File: config.mk
export PLATFORM = sky130hd
export DESIGN_NAME = comm_port_unit
export DESIGN_NICKNAME = d
export VERILOG_FILES = /design/src/rtl/comm_port_pkg.sv /design/src/rtl/cpu_pin_wake.sv /design/src/rtl/cpu_port_arb.sv /design/src/rtl/cpu_pend_track.sv /design/src/rtl/comm_port_unit.sv
export SDC_FILE = /design/constraint.sdc
export NUM_CORES = 1
export LEC_CHECK = 0
export BUFFER_PORTS_ARGS = -buffer_cell sky130_fd_sc_hd__buf_2
export CAP_MARGIN = 20
export CORE_MARGIN = 2
export CORE_UTILIZATION = 37
export CTS_BUF_LIST = sky130_fd_sc_hd__clkbuf_4 sky130_fd_sc_hd__clkbuf_8
export DETAILED_ROUTE_END_ITERATION = 8
export PLACE_DENSITY = 0.89
export SLEW_MARGIN = 15
export SYNTH_ARGS = -nofsm -noshare
export SYNTH_HDL_FRONTEND = slang
export SYNTH_SLANG_ARGS = --single-unit
File: constraint.sdc
create_clock -name clk_i -period 1.5 [get_ports clk_i]
set_clock_uncertainty 0.1 [all_clocks]
set_input_delay 0.075 -clock clk_i [delete_from_list [all_inputs] [get_ports clk_i]]
set_output_delay 0.075 -clock clk_i [all_outputs]
set_load 0.05 [all_outputs]
File: src/rtl/comm_port_pkg.sv
package comm_port_pkg;
  // "fetch via B, return" encoding delivered by the neighborless port
  localparam logic [17:0] WAKE_WORD_DEF = 18'h05A3F;
endpackage

File: src/rtl/cpu_pin_wake.sv
module cpu_pin_wake #(
  parameter bit PIN_RISE = 1'b1
) (
  input  logic clk_i,
  input  logic rst_ni,
  input  logic pin_i,
  input  logic take_i,
  output logic lvl_o,
  output logic evt_o
);
  logic s1_q, s2_q, s3_q, evt_q, edge_hit;

  always_ff @(posedge clk_i or negedge rst_ni) begin
    if (!rst_ni) begin
      s1_q <= 1'b0;
      s2_q <= 1'b0;
      s3_q <= 1'b0;
    end else begin
      s1_q <= pin_i;
      s2_q <= s1_q;
      s3_q <= s2_q;
    end
  end

  generate
    if (PIN_RISE) begin : g_rise
      assign edge_hit = s2_q & ~s3_q;
    end else begin : g_fall
      assign edge_hit = ~s2_q & s3_q;
    end
  endgenerate

  // a fresh edge wins over a same-cycle consume
  always_ff @(posedge clk_i or negedge rst_ni) begin
    if (!rst_ni) evt_q <= 1'b0;
    else         evt_q <= edge_hit | (evt_q & ~take_i);
  end

  assign lvl_o = s2_q;
  assign evt_o = evt_q;
endmodule

File: src/rtl/cpu_port_arb.sv
module cpu_port_arb #(
  parameter int NUM_DIR = 4,
  parameter logic [NUM_DIR-1:0] HAS_NBR = 4'b1110
) (
  input  logic               req_i,
  input  logic [NUM_DIR-1:0] sel_i,
  input  logic [NUM_DIR-1:0] wr_i,
  input  logic [NUM_DIR-1:0] ack_i,
  input  logic               evt_i,
  output logic [NUM_DIR-1:0] nbr_gnt_o,
  output logic               pin_gnt_o
);
  logic [NUM_DIR-1:0] nbr_rdy;

  // ack_i masks a writer still holding its strobe in the ack cycle
  assign nbr_rdy   = HAS_NBR & wr_i & sel_i & ~ack_i & {NUM_DIR{req_i}};
  assign nbr_gnt_o = nbr_rdy & (~nbr_rdy + 1'b1);
  assign pin_gnt_o = req_i & evt_i & ~(|nbr_rdy) & (|(sel_i & ~HAS_NBR));
endmodule

File: src/rtl/cpu_pend_track.sv
module cpu_pend_track #(
  parameter int NUM_DIR = 4,
  parameter logic [NUM_DIR-1:0] HAS_NBR = 4'b1110
) (
  input  logic               clk_i,
  input  logic               rst_ni,
  input  logic [NUM_DIR-1:0] wr_i,
  input  logic [NUM_DIR-1:0] gnt_i,
  input  logic [NUM_DIR-1:0] ack_i,
  output logic [NUM_DIR-1:0] pend_o
);
  for (genvar d = 0; d < NUM_DIR; d++) begin : g_dir
    if (HAS_NBR[d]) begin : g_live
      logic p_q;
      always_ff @(posedge clk_i or negedge rst_ni) begin
        if (!rst_ni) p_q <= 1'b0;
        else         p_q <= wr_i[d] & ~gnt_i[d] & ~ack_i[d];
      end
      assign pend_o[d] = p_q;
    end else begin : g_none
      assign pend_o[d] = 1'b0;
    end
  end
endmodule

File: src/rtl/comm_port_unit.sv
module comm_port_unit
  import comm_port_pkg::*;
#(
  parameter int NUM_DIR = 4,
  parameter int DATA_W  = 18,
  parameter logic [NUM_DIR-1:0] HAS_NBR = 4'b1110,
  parameter logic [DATA_W-1:0]  WAKE_WORD = WAKE_WORD_DEF,
  parameter bit PIN_RISE = 1'b1
) (
  input  logic                      clk_i,
  input  logic                      rst_ni,
  input  logic                      rd_req_i,
  input  logic [NUM_DIR-1:0]        rd_sel_i,
  output logic [DATA_W-1:0]         rd_data_o,
  output logic                      rd_done_o,
  output logic                      stall_o,
  input  logic [NUM_DIR-1:0]        nbr_wr_i,
  input  logic [NUM_DIR*DATA_W-1:0] nbr_data_i,
  output logic [NUM_DIR-1:0]        nbr_ack_o,
  input  logic                      pin_i,
  output logic [NUM_DIR+1:0]        status_o
);
  logic               done_q, eligible, pin_gnt, pin_lvl, pin_evt;
  logic [NUM_DIR-1:0] ack_q, nbr_gnt, pend;
  logic [DATA_W-1:0]  data_q, data_sel;

  assign eligible = rd_req_i & ~done_q;

  cpu_pin_wake #(.PIN_RISE(PIN_RISE)) u_pin (
    .clk_i (clk_i), .rst_ni(rst_ni), .pin_i(pin_i),
    .take_i(pin_gnt), .lvl_o(pin_lvl), .evt_o(pin_evt)
  );

  cpu_port_arb #(.NUM_DIR(NUM_DIR), .HAS_NBR(HAS_NBR)) u_arb (
    .req_i(eligible), .sel_i(rd_sel_i), .wr_i(nbr_wr_i), .ack_i(ack_q),
    .evt_i(pin_evt), .nbr_gnt_o(nbr_gnt), .pin_gnt_o(pin_gnt)
  );

  cpu_pend_track #(.NUM_DIR(NUM_DIR), .HAS_NBR(HAS_NBR)) u_pend (
    .clk_i(clk_i), .rst_ni(rst_ni), .wr_i(nbr_wr_i),
    .gnt_i(nbr_gnt), .ack_i(ack_q), .pend_o(pend)
  );

  always_comb begin
    data_sel = WAKE_WORD;
    for (int d = 0; d < NUM_DIR; d++) begin
      if (nbr_gnt[d]) data_sel = nbr_data_i[d*DATA_W +: DATA_W];
    end
  end

  always_ff @(posedge clk_i or negedge rst_ni) begin
    if (!rst_ni) begin
      done_q <= 1'b0;
      ack_q  <= '0;
      data_q <= '0;
    end else begin
      done_q <= (|nbr_gnt) | pin_gnt;
      ack_q  <= nbr_gnt;
      if ((|nbr_gnt) | pin_gnt) data_q <= data_sel;
    end
  end

  assign rd_data_o = data_q;
  assign rd_done_o = done_q;
  assign stall_o   = eligible;
  assign nbr_ack_o = ack_q;
  assign status_o  = {pin_evt, pin_lvl, pend};
endmodule

==> summary.txt, run 1 <==
Timing
  – Setup_tns: -1.89 ns
  – Worst-Margin Slew: 0.663 ns
  – Achievable clock frequency: 0.618 GHz
  – Max-slew headroom: 55.8%
  – Setup slack after layout: -0.119 ns
  – RSZ-0062 raised after global routing: yes
  – Final min period: 1.62 ns
  – Final Hold Vio Count: 0
  – Final Setup Violations: 21
  – Fin. max-slew vios: 0
  – Crit share post-route: 108%

Cells and area
  – Share of layout cells above drive strength 1: 55.3%
  – Area grow syn2layout: 69.3%
  – Fillers: 294
  – Antenna cells: 0
  – FF+latch area: 728 um2
  – Final net count: 340
  – Multi-input gate area: 672 um2
  – Cell Count, Final, Fillers Out: 305

Power
  – Leakage: 1.21 nW
  – Worst ir drop on vdd: 0.000671 V
  – Tot Pwr: 2.99 mW
  – PwrDens: 1200 nW/um2

Synth
  – EDFF count, synth: 0
  – Largest area contributor in the netlist: dfrtp_1
  – Main synth FF type: dfrtp_1
  – Top cells by count, synth: dfrtp_1 (29), nand2_1 (12), nor2_1 (11)
  – Synth cell types: 30
  – Top-area cell type share of the netlist area: 49.4%
  – Synth area leaders: dfrtp_1 (49%), a2bb2oi_2 (9.2%), o221ai_1 (6.0%)
  – Yosys warning count: 0
  – Synth async-reset ratio: 100%
  – Top-count cell post-synth: dfrtp_1
  – Cells after Synth: 127
  – Post-Syn Area: 1470 um2
  – Post-synthesis sequential area ratio: 49.4%
  – Synthesized area per cell: 11.6 um2
  – Yosys reg bits: 29

Die
  – Core Rows: 22
  – Ports: 114
  – Full die area: 4490 um2
  – Die height: 67.0 um
  – Die W: 67.0 um
  – Core Box Area: 3740 um2
  – Initial core utilization: 39.2%

Setup path
  – Crit path required time: 1.60 ns
  – Crit-path max FO: 7
  – Critical Path End Type: flip-flop
  – Worst Setup Start Kind: flip-flop
  – WS Path Type: flip-flop to flip-flop
  – Flop-to-flop setup slack: -0.12 ns
  – Critical Path AT: 1.72 ns

Clock tree
  – Inserted Clock Buffers: 5
  – Worst skew pair latency: 0.28 ns
  – Clock-pin slew on the worst setup and hold paths: 0.06 ns
  – H-tree depth: 2
  – Num Clock Sinks: 29
  – CTS tree: done
  – Longest Clk Path Bufs: 2
  – Clock root cell: clkbuf_8

Routing
  – DRC violations left: 0
  – Total wire length: 4730 um
  – Vias/cell: 5.01
  – Pre-antenna DRT Iters: 4
  – Final antenna-violating net count: 0
  – WL/cell: 15.5 um
  – Total number of vias: 1,528
  – Initial DRC Count: 40

Global route
  – Remaining Overflow, GRT: 0
  – GRT Overall Usage: 22.6%
  – Vias in the first global route: 1,637
  – First-pass GRT wire length: 7350 um
  – Antenna violations before repair: 0
  – Largest net degree at the start of global routing: 30

Outcome
  – Failing checks: setup timing
  – Status: finished with violations

Worst hold path
  – HP Class: input pin to flip-flop

Placed design
  – Placed cells: 262
  – Post-DP HPWL: 2960 um
  – Routability cong.: 0.743
  – IO buf count: 92

Run
  – Max-cap viol count: 0
area by class of cell:
cell class,instances,area share [%]
clock inverter,2,0.402
tap,48,2.41
timing repair buffer,136,36.8
multi-input combinational,79,27.0
inverter,5,1.06
sequential,29,29.3
clock buffer,6,3.07
power by group:
| part | total (mW) | leakage, nW | internal [mW] | switching, mW |
|---|---|---|---|---|
| Combinational | 1.32 | 0.818 | 0.470 | 0.854 |
| Sequential | 1.04 | 0.340 | 0.938 | 0.0981 |
| Clock | 0.631 | 0.0484 | 0.339 | 0.292 |
| Total | 2.99 | 1.21 | 1.75 | 1.24 |
kinds of logic (layout without fill, tap and decap cells):
logic type | after synthesis | after routing | synth area share [%]
buffers and inverters | 20 | 149 | 9.54
AND/OR/NAND/NOR | 37 | 37 | 14.0
other | 1 | 2 | 0.255
AO/OA/AOI/OAI | 40 | 40 | 26.8
flip-flops | 29 | 29 | 49.4
state kept, by name (all words and copies together) (netlist names):
register,count
u_pin.s3_q,1
u_pin.evt_o,1
rd_data_o,18
u_pin.lvl_o,1
u_pin.s1_q,1
u_pend.g_dir.g_live.p_q,3
nbr_ack_o,3
rd_done_o,1
critical path, cell delays in order, from the launching register on:
cell and delay (ns):
dfrtp_2 0.40, nand2b_4 0.14, or3_4 0.41, inv_6 0.09, buf_4 0.15, a221oi_1 0.06, o2bb2ai_1 0.19
final timing paths:
kind	from	end	cells past startpoint
max in group asynchronous	rst_ni	rd_done_o$_DFF_PN0_	2
setup / recovery	rd_done_o$_DFF_PN0_	rd_data_o[7]$_DFFE_PN0P_	6
hold reg to reg	u_pin.s1_q$_DFF_PN0_	u_pin.lvl_o$_DFF_PN0_	0
setup reg to reg	rd_done_o$_DFF_PN0_	rd_data_o[7]$_DFFE_PN0P_	6
min in group asynchronous	rst_ni	u_pin.s3_q$_DFF_PN0_	2
hold / removal	nbr_data_i[51]	rd_data_o[15]$_DFFE_PN0P_	3
what timing repair did:
action,CTS,global route
hold endpoints to repair,51,0
resized for setup,14,6
setup buffers,2,1
pin swaps,5,8
setup endpoints to repair,21,23
hold buffers,32,0
metrics by stage:
stage               setup WS (ns)  hold WS, ns  instance area [um2]  util (%)
floorplan                  -0.562       -0.321                 1480         -
global placement          -0.0667       0.0267                 1960      52.4
detailed placement         -0.122       0.0406                 1960      52.4
CTS                        -0.107      0.00379                 2460      65.6
global route               -0.188       0.0376                 2490      66.4
finish                     -0.119      0.00544                 2490      66.4
layout by cell type, fill, tap and decap left out, types with 2 or more instances in the layout:
master	n
buf_2	91
dlygate4sd3_1	32
dfrtp_1	27
o221ai_1	10
a2bb2oi_2	10
nor2_1	9
buf_4	9
o2bb2ai_1	8
a221oi_1	7
nand2_1	6
clkbuf_8	5
nand2_2	4
inv_1	3
buf_12	3
and3b_1	2
nor2_2	2
nand3_1	2
a21oi_1	2
nor3b_2	2
nand2_4	2
conb_1	2
clkinv_2	2
dfrtp_2	2
metal layers:
metal | wire, um | up-vias | global-route usage (%)
li1 | - | 729 | -
met1 | 1840 | 719 | 23.3
met2 | 2460 | 75 | 42.6
met3 | 389 | 5 | 7.60
met4 | 38 | 0 | 6.63
met5 | 0 | - | 0
No activity file was read; power rests on OpenSTA's default activity.
==> run 2, diff against run 1 <==
- SKIP_LAST_GASP: default -> 1
==> run 2 against run 1 <==
Effect of this change: the run still ends with setup timing left; worst hold slack improved by 0.0057 ns; global-route usage decreased by 0.14 points; sequential power about the same; critical path type unchanged; critical endpoint unchanged; largest cell class unchanged; largest power group unchanged; highest routed layer unchanged.
==> summary.txt, run 2 (same netlist as run 1, synthesis figures left out) <==
Timing
  – Final min period: 1.62 ns (-0.00278 ns)
  – Max-slew headroom: 56.1% (+0.32 points)
  – Setup slack after layout: -0.116 ns (+0.00278 ns)
  – RSZ-0062 raised after global routing: yes
  – Setup_tns: -1.91 ns (-0.0178 ns)
  – Final Hold Vio Count: 0 (unchanged)
  – Achievable clock frequency: 0.619 GHz (+0.17%)
  – Final Setup Violations: 22 (+4.8%)
  – Worst-Margin Slew: 0.658 ns (-0.00474 ns)
  – Crit share post-route: 108% (-0.19 points)
  – Fin. max-slew vios: 0 (unchanged)

Worst hold path
  – WHS Endpoint: rd_data_o[15]$_DFFE_PN0P_
  – Worst min-delay path startpoint: nbr_data_i[51]
  – HP Class: input pin to flip-flop
  – Hold Path Depth: 3 (unchanged)

Setup path
  – Critical Path End Type: flip-flop
  – Crit-path max FO: 7 (unchanged)
  – Max incr delay on CP: 0.41 ns (about the same)
  – R2R Path Start: rd_done_o$_DFF_PN0_
  – Critical R2R Capture: rd_data_o[7]$_DFFE_PN0P_
  – Worst r2r path cells: 6 (unchanged)
  – Crit path required time: 1.60 ns (about the same)
  – Worst Setup Start Kind: flip-flop
  – WS Path Type: flip-flop to flip-flop
  – Flop-to-flop setup slack: -0.12 ns (about the same)
  – CP Cell Sequence: nand2b_4, or3_4, inv_6, buf_4, a221oi_1, o2bb2ai_1
  – CP max-delay cell: or3_4
  – Critical Path AT: 1.72 ns (about the same)

Cells and area
  – Share of layout cells above drive strength 1: 54.9% (-0.39 points)
  – Most frequent cells in the layout: buf_2 (91), dlygate4sd3_1 (32), dfrtp_1 (27), o221ai_1 (10)
  – Most common cell after layout, fill and taps aside: buf_2
  – Final net count: 340 (unchanged)
  – Area grow syn2layout: 68.6%
  – Antenna cells: 0 (unchanged)
  – Max FFs per register: 18 (unchanged)
  – Final Core Density: 66.1% (-0.30 points)
  – Fillers: 295 (+0.34%)

Routing
  – Total number of vias: 1,513 (-0.98%)
  – Final antenna-violating net count: 0 (unchanged)
  – Vias/cell: 4.96 (-0.98%)
  – Wire length on met2: 2460 um (-0.16%)
  – DR WL met3: 406 um (+4.4%)
  – Pre-antenna DRT Iters: 4 (unchanged)
  – Wl on met1: 1810 um (-1.6%)
  – DRC violations left: 0 (unchanged)
  – Top layer in use: met4
  – Initial DRC Count: 51 (+28%)
  – Total wire length: 4720 um (about the same)
  – WL/cell: 15.5 um (about the same)

Outcome
  – Status: finished with violations
  – Failing checks: setup timing

Die
  – Core Rows: 22 (unchanged)
  – Die height: 67.0 um (unchanged)
  – Core Box Area: 3740 um2 (unchanged)
  – Initial core utilization: 39.2% (unchanged)
  – Ports: 114 (unchanged)
  – Die W: 67.0 um (unchanged)
  – Full die area: 4490 um2 (unchanged)

Placed design
  – Post-place setup slack: -0.122 ns (unchanged)
  – IO buf count: 92 (unchanged)
  – Routability cong.: 0.743 (unchanged)
  – Post-DP HPWL: 2960 um (unchanged)

Global route
  – Antenna violations before repair: 0 (unchanged)
  – Largest net degree at the start of global routing: 30 (unchanged)
  – First-pass GRT wire length: 7290 um (-0.84%)
  – Vias in the first global route: 1,632 (-0.31%)
  – Remaining Overflow, GRT: 0 (unchanged)
  – GRT Overall Usage: 22.5% (-0.14 points)

Clock tree
  – Inserted Clock Buffers: 5 (unchanged)
  – Clock-pin slew on the worst setup and hold paths: 0.07 ns (about the same)
  – Clock root cell: clkbuf_8
  – Worst skew pair latency: 0.28 ns (about the same)
  – CTS tree: done
  – Num Clock Sinks: 29 (unchanged)
  – H-tree depth: 2 (unchanged)
  – Longest Clk Path Bufs: 2 (unchanged)

Run
  – Max-cap viol count: 0 (unchanged)

Power
  – Psw: 1.24 mW (-0.17%)
  – PwrDens: 1200 nW/um2 (+0.21%)
  – Worst ir drop on vdd: 0.000671 V (about the same)
  – Leakage: 1.20 nW (-0.73%)
  – Combinational fraction of design power: 44.1% (-0.2 points)
  – Switching part of the total power: 41.6% (about the same)
  – Power share of the clock group: 21.2% (about the same)
  – Reg power frac: 34.7% (about the same)
  – Tot Pwr: 2.98 mW (-0.25%)
  – P_int: 1.74 mW (-0.30%)
[run 2: cell counts in the layout (fill, tap and decap cells not counted)]
Identical to the previous run, type by type.
[run 2: layer usage]
layer,vias up,track usage (%)
li1,727,-
met1,710,22.9
met2,70,42.6
met3,6,7.60
met4,0,6.63
met5,-,0
[run 2: worst max-delay path: cells and delay by family (launching register included)]
kind	cells	cell delay, ns
DFF	1	0.40
AOI/OAI and AO/OA	2	0.24
buffers and inverters	2	0.25
and+or+nand+nor	2	0.55
[run 2: timing repair]
item                                    4_1_cts  5_1_grt
hold endpoints to repair                     51        0
endpoints found under the setup margin       21       22
resized for setup                            12        6
setup buffers                                 2        1
hold buffers                                 32        0
pin swaps                                     5        8
[run 2: power groups by stage]
stage | Sequential, mW | Combinational [mW] | Clock, mW
after global placement | 1.03 | 1.20 | 0
after detailed placement | 1.04 | 1.21 | 0
after global routing | 1.05 | 1.39 | 0.706
after floorplan | 1.53 | 0.415 | 0
after CTS | 1.03 | 1.30 | 0.651
final | 1.03 | 1.32 | 0.633
[run 2: area by class of cell]
type                    instances  area (um2)  area share [%]
repair buffers                136         915            36.9
flip-flops and latches         29         728            29.4
multi-input cells              79         661            26.7
clock buffers                   6        76.3            3.08
well taps                      48        60.1            2.43
inverters                       5        26.3            1.06
clock inverters                 2        10.0           0.404
[run 2: through the flow]
stage	cell area, um2	hold WS [ns]	instances
final	2480	0.0111	305
after global placement	1960	0.0267	262
after global routing	2480	0.0376	305
after floorplan	1480	-0.321	128
after detailed placement	1960	0.0406	262
after CTS	2450	0.00379	304
[run 2: how the worst max path moves through the flow]
stage	cells past startpoint	to	startpoint
final	6	rd_data_o[7]$_DFFE_PN0P_	rd_done_o$_DFF_PN0_
after global routing	6	rd_data_o[5]$_DFFE_PN0P_	rd_done_o$_DFF_PN0_
after CTS	7	rd_data_o[4]$_DFFE_PN0P_	rd_done_o$_DFF_PN0_
after detailed placement	5	rd_data_o[15]$_DFFE_PN0P_	rd_done_o$_DFF_PN0_
after global placement	5	rd_data_o[15]$_DFFE_PN0P_	rd_done_o$_DFF_PN0_
after floorplan	7	rd_data_o[0]$_DFFE_PN0P_	rd_done_o$_DFF_PN0_
==> run 3, diff against run 2 <==
- ABC_AREA: default -> 1
- CORE_UTILIZATION: 37 -> 39
- PLACE_DENSITY: 0.89 -> 0.88
==> run 3 against run 2 <==
Effect of this change: the flow still finishes with violations (setup timing); synthesized cell count increased by 84%; routed wire length increased by 24%; utilization decreased by 5.3 points; global-route usage decreased by 0.20 points; cell count increased by 33%; sequential cell count unchanged; sequential power about the same; clock power increased by 12%; largest power group unchanged.
==> summary.txt, run 3 <==
Timing
  – Fin. max-slew vios: 0 (unchanged)
  – Max-slew headroom: 56.0% (-0.077 points)
  – Worst-Margin Slew: 0.659 ns (+0.00116 ns)
  – Crit share post-route: 100% (-7.3 points)
  – Setup slack after layout: -0.00632 ns (+0.110 ns)
  – RSZ-0062 raised after global routing: yes
  – Final Hold Vio Count: 0 (unchanged)
  – Final min period: 1.51 ns (-0.110 ns)
  – Achievable clock frequency: 0.664 GHz (+7.3%)
  – Final Setup Violations: 1 (-95%)

Cells and area
  – Area grow syn2layout: 51.1%
  – Share of layout cells above drive strength 1: 38.1% (-17 points)
  – Most frequent cells in the layout: buf_2 (91), nand3_1 (48), nand2_1 (45), inv_1 (35), dfrtp_1 (26)
  – Final Core Density: 60.9% (-5.3 points)
  – Max FFs per register: 18 (unchanged)
  – Most common cell after layout, fill and taps aside: buf_2
  – Final net count: 435 (+28%)

Setup path
  – Crit path required time: 1.56 ns (-0.04 ns)
  – R2R Path Start: nbr_ack_o[1]$_DFF_PN0_
  – Critical Path Start: nbr_ack_o[1]$_DFF_PN0_
  – Critical Path AT: 1.57 ns (-0.15 ns)
  – Crit-path max FO: 4 (-3)
  – Worst Setup Start Kind: flip-flop
  – WS Path Type: flip-flop to flip-flop
  – Critical Path End Type: flip-flop

Synth
  – Cells after Synth: 234 (+84%)
  – Top-area cell type share of the netlist area: 41.7% (-7.7 points)
  – Synth async-reset ratio: 100% (unchanged)
  – Largest area contributor in the netlist: dfrtp_1
  – Post-synthesis sequential area ratio: 41.7% (-7.7 points)
  – Synth cell types: 23 (-23%)
  – EDFF count, synth: 0 (unchanged)
  – Post-Syn Area: 1740 um2 (+19%)
  – Top-count cell post-synth: nand3_1
  – Yosys reg bits: 29 (unchanged)
  – Top cells by count, synth: nand3_1 (49), nand2_1 (45), inv_1 (35)
  – Synth area leaders: dfrtp_1 (42%), nand3_1 (14%), nand2_1 (9.7%)
  – Synthesized area per cell: 7.44 um2 (-36%)
  – Main synth FF type: dfrtp_1
  – Yosys warning count: 0 (unchanged)

Placed design
  – Routability cong.: 0.801 (+7.7%)
  – Post-DP HPWL: 3620 um (+22%)
  – IO buf count: 92 (unchanged)

Clock tree
  – Longest Clk Path Bufs: 2 (unchanged)
  – Inserted Clock Buffers: 5 (unchanged)
  – H-tree depth: 2 (unchanged)
  – Worst skew pair latency: 0.28 ns (about the same)
  – Num Clock Sinks: 29 (unchanged)
  – Clock root cell: clkbuf_8
  – Clock-pin slew on the worst setup and hold paths: 0.06 ns (about the same)
  – CTS tree: done

Run
  – Max-cap viol count: 0 (unchanged)

Outcome
  – Status: finished with violations
  – Failing checks: setup timing

Routing
  – Vias/cell: 5.07 (+2.1%)
  – DRC violations left: 0 (unchanged)
  – Pre-antenna DRT Iters: 4 (unchanged)
  – WL/cell: 14.5 um (-6.4%)
  – Total wire length: 5870 um (+24%)
  – Total number of vias: 2,052 (+36%)
  – Final antenna-violating net count: 0 (unchanged)
  – Initial DRC Count: 159 (+210%)

Global route
  – First-pass GRT wire length: 8790 um (+21%)
  – Largest net degree at the start of global routing: 30 (unchanged)
  – Antenna violations before repair: 0 (unchanged)
  – Remaining Overflow, GRT: 0 (unchanged)
  – Vias in the first global route: 1,950 (+19%)
  – GRT Overall Usage: 22.3% (-0.20 points)

Power
  – PwrDens: 1230 nW/um2 (+1.8%)
  – Tot Pwr: 3.23 mW (+8.2%)
  – Worst ir drop on vdd: 0.000571 V (-15%)
  – Leakage: 1.49 nW (+24%)

Die
  – Die W: 70.8 um (+5.7%)
  – Core Box Area: 4320 um2 (+16%)
  – Core Rows: 24 (+9.1%)
  – Die height: 70.8 um (+5.7%)
  – Full die area: 5020 um2 (+12%)
  – Initial core utilization: 40.3% (+1.0 points)
  – Ports: 114 (unchanged)

Worst hold path
  – HP Class: input pin to flip-flop
  – Worst min-delay path startpoint: nbr_data_i[63]
## run 3: logic make-up (layout without fill, tap and decap cells)
| logic type | after synthesis | count (layout) | synth area share, % |
|---|---|---|---|
| flops | 29 | 29 | 41.7 |
| compound gates | 11 | 11 | 3.30 |
| simple gates | 136 | 136 | 39.6 |
| buf+inv | 57 | 174 | 15.2 |
| other cells | 1 | 3 | 0.215 |
## run 3: where the power goes
group / switching, mW / total [mW] / internal [mW]
clock network: 0.296 / 0.710 / 0.414
registers: 0.104 / 1.06 / 0.957
logic: 1.06 / 1.46 / 0.400
total: 1.46 / 3.23 / 1.77
## run 3: worst paths after layout
path,depth (start not counted),slack [ns],endpoint
worst min register to register,0,0.25,u_pin.lvl_o$_DFF_PN0_
worst max-delay path,6,-0.006,rd_data_o[13]$_DFFE_PN0P_
worst min-delay path,5,0.03,rd_data_o[9]$_DFFE_PN0P_
min in group asynchronous,2,0.26,rd_data_o[15]$_DFFE_PN0P_
max in group asynchronous,2,0.57,nbr_ack_o[1]$_DFF_PN0_
worst max register to register,6,-0.006,rd_data_o[13]$_DFFE_PN0P_
## run 3: layout make-up
class / count / area (um2)
Antenna cell: 1 / 2.50
Clock buffer: 7 / 96.3
Clock inverter: 1 / 5.00
Fill cell: 381 / 1690
Inverter: 38 / 149
Multi-Input combinational cell: 149 / 782
Sequential cell: 29 / 729
Tap cell: 52 / 65.1
Timing Repair Buffer: 127 / 797
Timing Repair inverter: 1 / 5.00
## run 3: worst max-delay path, cell delays in order, from the launching register on
cell        delay, ns
dfrtp_2          0.41
inv_1            0.08
nand3_2          0.10
nand3_4          0.13
clkinvlp_2       0.26
a21oi_1          0.22
nand3_1          0.09
## run 3: timing repair
action	CTS	global route
endpoints found under the hold margin	41	0
pin swaps	1	3
resized for setup	2	12
endpoints found under the setup margin	2	19
cloned	0	1
hold buffers	21	0
buffers inserted	0	3
## run 3: per-stage QoR
step	TNS, ns	instances	hold WS [ns]	cell area [um2]	setup slack, ns
after detailed placement	0	371	0.0420	2240	0.0120
after floorplan	0	235	-0.321	1760	0.0106
final	-0.00632	405	0.0302	2630	-0.00632
after CTS	0	400	0.0300	2550	0.0141
after global placement	0	371	0.0284	2240	0.0490
after global routing	-0.378	404	0.0451	2630	-0.0665
## run 3: per-layer routing
layer / routed length, um / global-route usage, %
met1: 2350 / 28.0
met5: 0 / 0
met3: 369 / 4.84
met2: 2890 / 36.2
met4: 265 / 11.1
